**config.mk**
```make
export PLATFORM = sky130hd
export DESIGN_NAME = ptr_i2c_slave
export DESIGN_NICKNAME = d
export VERILOG_FILES = /design/src/rtl/ptr_i2c_slave.sv
export SDC_FILE = /design/constraint.sdc
export NUM_CORES = 1
export LEC_CHECK = 0
export ABC_AREA = 1
export BUFFER_PORTS_ARGS = -buffer_cell sky130_fd_sc_hd__buf_2
export CAP_MARGIN = 30
export CORE_MARGIN = 3
export CORE_UTILIZATION = 40
export DETAILED_ROUTE_END_ITERATION = 10
export GPL_ROUTABILITY_DRIVEN = 0
export HOLD_SLACK_MARGIN = 0.02
export PLACE_DENSITY = 0.57
export SLEW_MARGIN = 25
export SYNTH_ARGS = -nofsm -noshare
export SYNTH_HDL_FRONTEND = slang
export SYNTH_SLANG_ARGS = --single-unit
```
**constraint.sdc**
```tcl
create_clock -name clk -period 2.5 [get_ports clk]
set_clock_uncertainty 0.2 [all_clocks]
set_input_delay 0.25 -clock clk [delete_from_list [all_inputs] [get_ports clk]]
set_output_delay 0.25 -clock clk [all_outputs]
set_load 0.02 [all_outputs]
```
**src/rtl/ptr_i2c_slave.sv**
```systemverilog
module ptr_i2c_slave #(
  parameter logic [3:0] ADDR_HI = 4'b1001,
  parameter int         SYNC    = 2
) (
  input  logic        clk,
  input  logic        rst_n,
  input  logic        scl_in,
  input  logic        sda_in,
  input  logic [2:0]  addr_strap,
  output logic        sda_drive_low,
  output logic [1:0]  reg_sel,
  input  logic [15:0] reg_rdata,
  output logic        reg_wr,
  output logic [15:0] reg_wdata,
  output logic        reg_rd
);

  localparam logic [1:0] P_TEMP = 2'b00;
  localparam logic [1:0] P_CONF = 2'b01;
  localparam logic [3:0] LAST_BIT = 4'd8;

  typedef enum logic [2:0] {S_IDLE, S_ADDR, S_PTR, S_WR, S_RD, S_WAIT} st_t;

  logic [SYNC-1:0] scl_p, sda_p;
  logic scl_q, sda_q;

  always_ff @(posedge clk or negedge rst_n)
    if (!rst_n) begin
      scl_p <= '1; sda_p <= '1; scl_q <= 1'b1; sda_q <= 1'b1;
    end else begin
      scl_p <= {scl_p[SYNC-2:0], scl_in};
      sda_p <= {sda_p[SYNC-2:0], sda_in};
      scl_q <= scl_p[SYNC-1];
      sda_q <= sda_p[SYNC-1];
    end

  logic scl_s, sda_s, rise, fall, start_c, stop_c;
  assign scl_s   = scl_p[SYNC-1];
  assign sda_s   = sda_p[SYNC-1];
  assign rise    = scl_s & ~scl_q;
  assign fall    = ~scl_s & scl_q;
  assign start_c = scl_s & scl_q & sda_q & ~sda_s;
  assign stop_c  = scl_s & scl_q & ~sda_q & sda_s;

  st_t        state;
  logic [3:0] cnt;
  logic [7:0] sh, wbuf, rbuf;
  logic       ack, rw, byte_hi;
  logic [1:0] ptr;

  assign reg_sel = ptr;

  logic        wide, ld_new, addr_ok;
  logic [15:0] rd_m, wr_val;
  logic [7:0]  ld_byte;

  assign wide    = (ptr != P_CONF);
  assign rd_m    = wide ? {reg_rdata[15:4], 4'h0} : {9'h000, reg_rdata[6:0]};
  assign ld_new  = ~wide | byte_hi;
  assign ld_byte = !ld_new ? rbuf : (wide ? rd_m[15:8] : rd_m[7:0]);
  assign wr_val  = wide ? {wbuf, sh[7:4], 4'h0} : {9'h000, sh[6:0]};
  assign addr_ok = (sh[7:1] == {ADDR_HI, addr_strap});

  always_ff @(posedge clk or negedge rst_n)
    if (!rst_n) begin
      state <= S_IDLE; cnt <= '0; sh <= '0; wbuf <= '0; rbuf <= '0;
      ack <= 1'b0; rw <= 1'b0; byte_hi <= 1'b1; ptr <= P_TEMP;
      sda_drive_low <= 1'b0; reg_wr <= 1'b0; reg_wdata <= '0; reg_rd <= 1'b0;
    end else begin
      reg_wr <= 1'b0;
      reg_rd <= 1'b0;
      if (start_c) begin
        state <= S_ADDR; cnt <= '0; ack <= 1'b0; sda_drive_low <= 1'b0;
      end else if (stop_c) begin
        state <= S_IDLE; ack <= 1'b0; sda_drive_low <= 1'b0;
      end else begin
        case (state)
          S_ADDR, S_PTR, S_WR: begin
            if (!ack) begin
              if (rise) begin
                sh  <= {sh[6:0], sda_s};
                cnt <= cnt + 4'd1;
              end else if (fall && cnt == LAST_BIT) begin
                if (state == S_ADDR) begin
                  if (addr_ok) begin
                    ack <= 1'b1; sda_drive_low <= 1'b1; rw <= sh[0]; byte_hi <= 1'b1;
                  end else state <= S_WAIT;
                end else if (state == S_PTR) begin
                  if (sh[7:2] == 6'd0) begin
                    ack <= 1'b1; sda_drive_low <= 1'b1; ptr <= sh[1:0]; byte_hi <= 1'b1;
                  end else state <= S_WAIT;
                end else begin
                  ack <= 1'b1; sda_drive_low <= 1'b1;
                  if (wide && byte_hi) begin
                    wbuf <= sh; byte_hi <= 1'b0;
                  end else begin
                    byte_hi <= 1'b1;
                    if (ptr != P_TEMP) begin
                      reg_wr <= 1'b1; reg_wdata <= wr_val;
                    end
                  end
                end
              end
            end else if (fall) begin
              ack <= 1'b0; cnt <= '0; sda_drive_low <= 1'b0;
              if (state == S_ADDR && rw) begin
                state <= S_RD;
                sh <= ld_byte; sda_drive_low <= ~ld_byte[7];
                if (ld_new) begin
                  rbuf <= rd_m[7:0]; reg_rd <= 1'b1; byte_hi <= ~wide;
                end else byte_hi <= 1'b1;
              end else if (state == S_ADDR) state <= S_PTR;
              else if (state == S_PTR) state <= S_WR;
            end
          end
          S_RD: begin
            if (!ack) begin
              if (rise) cnt <= cnt + 4'd1;
              else if (fall) begin
                if (cnt == LAST_BIT) begin
                  sda_drive_low <= 1'b0; ack <= 1'b1;
                end else begin
                  sh <= {sh[6:0], 1'b0}; sda_drive_low <= ~sh[6];
                end
              end
            end else begin
              if (rise && sda_s) state <= S_WAIT;
              else if (fall) begin
                ack <= 1'b0; cnt <= '0;
                sh <= ld_byte; sda_drive_low <= ~ld_byte[7];
                if (ld_new) begin
                  rbuf <= rd_m[7:0]; reg_rd <= 1'b1; byte_hi <= ~wide;
                end else byte_hi <= 1'b1;
              end
            end
          end
          default: ;
        endcase
      end
    end

  a_r6_wr_pulse: assert property (@(posedge clk) disable iff (!rst_n)
    reg_wr |=> !reg_wr);
  a_r6_cfg_bit7_clear: assert property (@(posedge clk) disable iff (!rst_n)
    (reg_wr && reg_sel == P_CONF) |-> reg_wdata[15:7] == 9'd0);
  a_r6_low_nibble_clear: assert property (@(posedge clk) disable iff (!rst_n)
    (reg_wr && reg_sel != P_CONF) |-> reg_wdata[3:0] == 4'd0);
  a_r7_no_temp_write: assert property (@(posedge clk) disable iff (!rst_n)
    reg_wr |-> reg_sel != P_TEMP);
  a_r8_rd_pulse: assert property (@(posedge clk) disable iff (!rst_n)
    reg_rd |=> !reg_rd);
  a_r2_drive_on_low_clock: assert property (@(posedge clk) disable iff (!rst_n)
    $rose(sda_drive_low) |-> !scl_s);
  a_r10_stop_release: assert property (@(posedge clk) disable iff (!rst_n)
    stop_c |=> !sda_drive_low);
  a_r9_wait_quiet: assert property (@(posedge clk) disable iff (!rst_n)
    (state == S_WAIT) |-> !sda_drive_low);

endmodule

```
Word-level counts from Yosys, hierarchy flattened
Cells that the tools add are included.
{ "classes": {"n_mux": 114, "eq_ne": 39, "n_reduce_logical": 20, "n_addsub": 1, "bitwise_logic": 22} }
{ "ops": {"columns": ["cell", "count"], "rows": [
  ["$mux 8", 19],
  ["$mux 1", 63],
  ["$mux 3", 15],
  ["$reduce_and 9->1", 4],
  ["$mux 16", 2],
  ["$pmux 8 s2", 2],
  ["$ne 5x5->1 const B", 6],
  ["$ne 6x6->1 const B", 5],
  ["$reduce_and 10->1", 3],
  ["$mux 4", 7],
  ["$ne 3x3->1 const B", 8],
  ["$ne 4x4->1 const B", 5],
  ["$ne 2x2->1 const B", 7],
  ["$not 1->1", 14],
  ["$reduce_and 12->1", 1],
  ["$pmux 1 s2", 4],
  ["$pmux 4 s2", 1],
  ["$reduce_and 8->1", 1],
  ["$and 1x1->1", 7],
  ["$eq 7x7->1", 1],
  ["$ne 7x7->1 const B", 1],
  ["$eq 3x2->1 const B", 2],
  ["$logic_not 6->1", 1],
  ["$pmux 3 s2", 1],
  ["other kinds (12)", 16]
]} }
{ "word_totals": {"regBits": 61, "output_inout_bits": 21, "word_cells": 213, "inputBits": 23} }

Longest topological paths before layout
{ "logic_depth": {"depth_word": 11, "mapped_depth": 13, "mapped_depth_nobuf": 13} }

Worst setup path after synthesis
OpenSTA, ideal clock, no wires.
{ "synth_timing": {"path_kind": "register to register", "startpoint": "register cnt[0]", "endpoint": "register reg_wdata[0]", "path_buffers": 1, "path_slack_ns": 0.666, "arrival_time_ns": 1.501, "stages_incl_launch_ff": 11, "period_less_slack_ns": 1.834, "setup_ns": 0.133, "t_required_ns": 2.167, "path_cell_list": "dfrtp_1 -> inv_1 -> ha_1 -> nand2_1 -> nor2_1 -> nand2_1 -> inv_1 -> nand4_2 -> buf_2 -> nand2_1 -> o31ai_1"} }
{ "synth_between": {"elab_chain_cells": 3} }
{ "synth_lines": {"columns": ["item", "line_no", "text"], "rows": [
  ["start, declared", "46", "logic [3:0] cnt;"],
  ["start signal, assigned", "82", "cnt <= cnt + 4'd1;"],
  ["start signal, assigned", "118", "if (rise) cnt <= cnt + 4'd1;"],
  ["$eq 4x4->1", "83", "end else if (fall && cnt == LAST_BIT) begin"],
  ["$logic_and 1x1->1", "83", null],
  ["$reduce_and 10->1 (no line)", null, null],
  ["end signal, assigned", "68", "sda_drive_low <= 1'b0; reg_wr <= 1'b0; reg_wdata <= '0; reg_rd <= 1'b0;"],
  ["end signal, assigned", "99", "reg_wr <= 1'b1; reg_wdata <= wr_val;"],
  ["end, declared", "14", "output logic [15:0] reg_wdata,"]
]} }
Every way passes these cells.
A chain may end at the register's enable or synchronous reset.

Worst setup path in the final report
{ "layout_timing": {"startpoint": "register ptr[1], in the netlist reg_sel[1]", "endpoint": "register reg_wdata[5]"} }
{ "layout_between": {"elab_chain_cells": 4, "word_cells_on_any_way": 5, "cone_classes": "eq/ne: 1; bitwise: 1; reduce/logical: 3"} }
{ "layout_lines": {"columns": ["item", "line_no", "text"], "rows": [
  ["start, declared", "49", "logic [1:0] ptr;"],
  ["start signal, assigned", "67", "ack <= 1'b0; rw <= 1'b0; byte_hi <= 1'b1; ptr <= P_TEMP;"],
  ["start signal, assigned", "90", "ack <= 1'b1; sda_drive_low <= 1'b1; ptr <= sh[1:0]; byte_hi <= 1'b1;"],
  ["$ne 2x1->1", "57", "assign wide = (ptr != P_CONF);"],
  ["$logic_and 1x1->1", "94", "if (wide && byte_hi) begin"],
  ["$not 1->1 (no line)", null, null],
  ["$reduce_and 10->1 (no line) *", null, null]
]} }
Every way passes the cells marked *; elsewhere a longest branch is shown, timed or not.

==> impl_metrics.tcl <==
set metrics [dict create \
    critPathCaptureType "register" \
    fin_crit_sh_pct 89.22 \
    overflow 0 \
    yosysTopAreaCellShare_pct 42.81 \
    worstHoldStart "scl_p[0]" \
    dpl_cell_area_sq_um 3507 \
    pre_cts_ws_ps 333.0 \
    drive_above_1_share_pct 19.46 \
    fmax_ghz 0.4483 \
    design_area_sq_um 3841 \
    hp-class "register to register" \
    synth_cell_types 34 \
    io_buffers 43 \
    path_buf_inv 2 \
    postCtsHoldBufs 11 \
    grt_use_total_pct 18.86 \
    die_area_sq_um 8994 \
    wl_mm 7.788 \
    num_rows 31 \
    ff2ff_setup_slack_ps 270 \
    power.total_uw 4052 \
    critPathKind "register to register" \
    drt-initial-drc-count 211 \
    setup_viol 0 \
    wl_per_cell_microns 13.50 \
    finalHoldViolations 0 \
    ir_drop_uv 502.9 \
    post_cts_resized 0 \
    rsz0062_at_grt "no" \
    tritoncts "done" \
    ios 44 \
    grt_pass1_wl_mm 13.08 \
    crit_path_start "reg_sel[1]" \
    antenna_found_initial 0 \
    vias 2867 \
    netlist_area_sq_um 3157 \
    regArea_sq_um 1535 \
    worst_slew_pin_slew_ps 556.5 \
    first_pass_iters 4 \
    multiInputGateArea_sq_um 1410 \
    rr_startpoint "reg_sel[1]" \
    initial_utilization_pct 42.39 \
    worst_path_largest_cell_delay_ps 430 \
    syn-num-nets 437 \
    p_per_area_nw_per_um2 1055 \
    tns_ps 0 \
    core_sq_um 7447 \
    grt_pass1_vias 2712 \
    diodes 0 \
    cp-start-kind "register" \
    outcome "completed" \
    clk_pin_slew_ps 70 \
    setup_slack_ps 269.5 \
    fp.dieH_microns 94.84 \
    cp_max_fo 11 \
    syn_avg_cell_area_sq_um 7.662 \
    cts_buffers 9 \
    p_leak_uw 0.001947 \
    cp_common_cell "nand2_1" \
    ant_nets 0 \
    placed_cells 550 \
    vias_per_cell 4.969 \
    fin_cells 577 \
    ys_seq_elements 61 \
    async_reset_ff_share_pct 100.0 \
    crit_chain "inv_1 > nand2_1 > nand2_1 > inv_1 > nor3_1 > o2111ai_1 > nand2_1 > o21ai_0" \
    period_needed_ps 2231 \
    area_growth_pct 21.68 \
    cap_violations 0 \
    cp.arrival_ps 2230 \
    fill_cells 747 \
    cts.path.max_buffers 2 \
    cts.sinks 61 \
    critPathTopFamily "simple AND/OR/NAND/NOR gates" \
    slew_headroom_pct 62.90 \
    clk_latency_ps 340 \
    ys_top_cells_by_count "nand2_1, dfrtp_1, inv_1, nor2_1" \
    drc 0 \
    nNetsFinal 498 \
    htree_levels 3 \
    critical_path_required_ps 2500 \
    synth_cells 412 \
    cts_setup_buffers 0 \
    slew_violations 0 \
    dp_hpwl_mm 5.735 \
    yosysTopAreaCell "dfrtp_1" \
    synth_edf_count 0 \
    yosys-top-cells-area "dfrtp_1, nand2_1, dfstp_2, inv_1, nand3_1" \
    grt_max_degree 40 \
    die_w_microns 94.84 \
    ys_seq_area_share_pct 48.63 \
    synth_warnings 0 \
    synth_most_common_cell "nand2_1" \
    clockRootBuffer "clkbuf_8" \
    critPathSlowestCell "dfrtp_1" \
    synth_ff_type "dfrtp_1" \
]
==> layer usage <==
layer | global-route usage [%] | wire length [microns] | vias up
met5 | 0 | 0 | -
met4 | 6.971 | 96 | 0
met3 | 3.745 | 428 | 8
met2 | 30.77 | 3631 | 92
met1 | 24.77 | 3631 | 1299
li1 | - | - | 1468
==> cell type report <==
type / instances / area share, %
Clock inverter: 6 / 2.248
Clock buffer: 10 / 3.583
Multi-Input combinational cell: 297 / 36.71
Sequential cell: 61 / 39.97
Timing Repair Buffer: 60 / 9.967
Inverter: 44 / 4.300
Tap cell: 99 / 3.225
==> cells in the final DEF, fill, tap and decap left out, types with 2 or more instances in the layout <==
cell type / instances
o211ai_1: 3
nand3_1: 27
nor3_4: 2
dfstp_2: 7
clkbuf_8: 10
nand2_1: 133
inv_1: 39
o31ai_1: 6
nand2_4: 2
inv_2: 5
nor2_2: 5
clkinv_2: 2
or2_2: 2
nand4_1: 6
o21ai_2: 2
a21oi_1: 6
buf_4: 5
bufinv_16: 2
nor2_1: 33
ha_1: 2
dlygate4sd3_1: 11
o21ai_1: 21
nor3_1: 8
o22ai_1: 2
dfrtp_1: 54
buf_2: 43
o21ai_0: 27
==> flip-flops by register name, summed over array words and instances (netlist names) <==
signal / count
byte_hi: 1
reg_wr: 1
sda_drive_low: 1
wbuf: 8
state: 3
sda_p: 2
reg_sel: 2
rbuf: 8
cnt: 4
scl_q: 1
ack: 1
rw: 1
sh: 8
scl_p: 2
reg_rd: 1
sda_q: 1
reg_wdata: 16
==> through the flow <==
stage	hold WS [ps]	util [%]
4_1_cts	156.4	51.58
3_3_place_gp	67.65	47.09
2_1_floorplan	-245.6	-
5_1_grt	156.2	51.58
3_5_place_dp	70.89	47.09
6_report	151.2	51.58
==> logic make-up (layout without fill, tap and decap cells) <==
group	Yosys count	after routing	share of synthesized area (%)
flops	61	61	48.63
compound gates	72	72	12.96
buf+inv	54	120	6.698
simple gates	223	223	30.92
fa+ha+maj	2	2	0.7926
==> report_power, final <==
group | internal, uW | total (uW) | switching (uW)
combinational | 546 | 1690 | 1140
sequential | 1210 | 1380 | 172
clock | 586 | 983 | 397
total | 2340 | 4050 | 1710
==> worst paths after layout <==
check                                end  cells past startpoint
min                             scl_p[1]                      0
max                         reg_wdata[5]                      8
max reg2reg                 reg_wdata[5]                      8
min reg2reg                     scl_p[1]                      0
max in group asynchronous       scl_p[0]                      3
min in group asynchronous  reg_wdata[15]                      2
(Power assumes the default switching activity.)
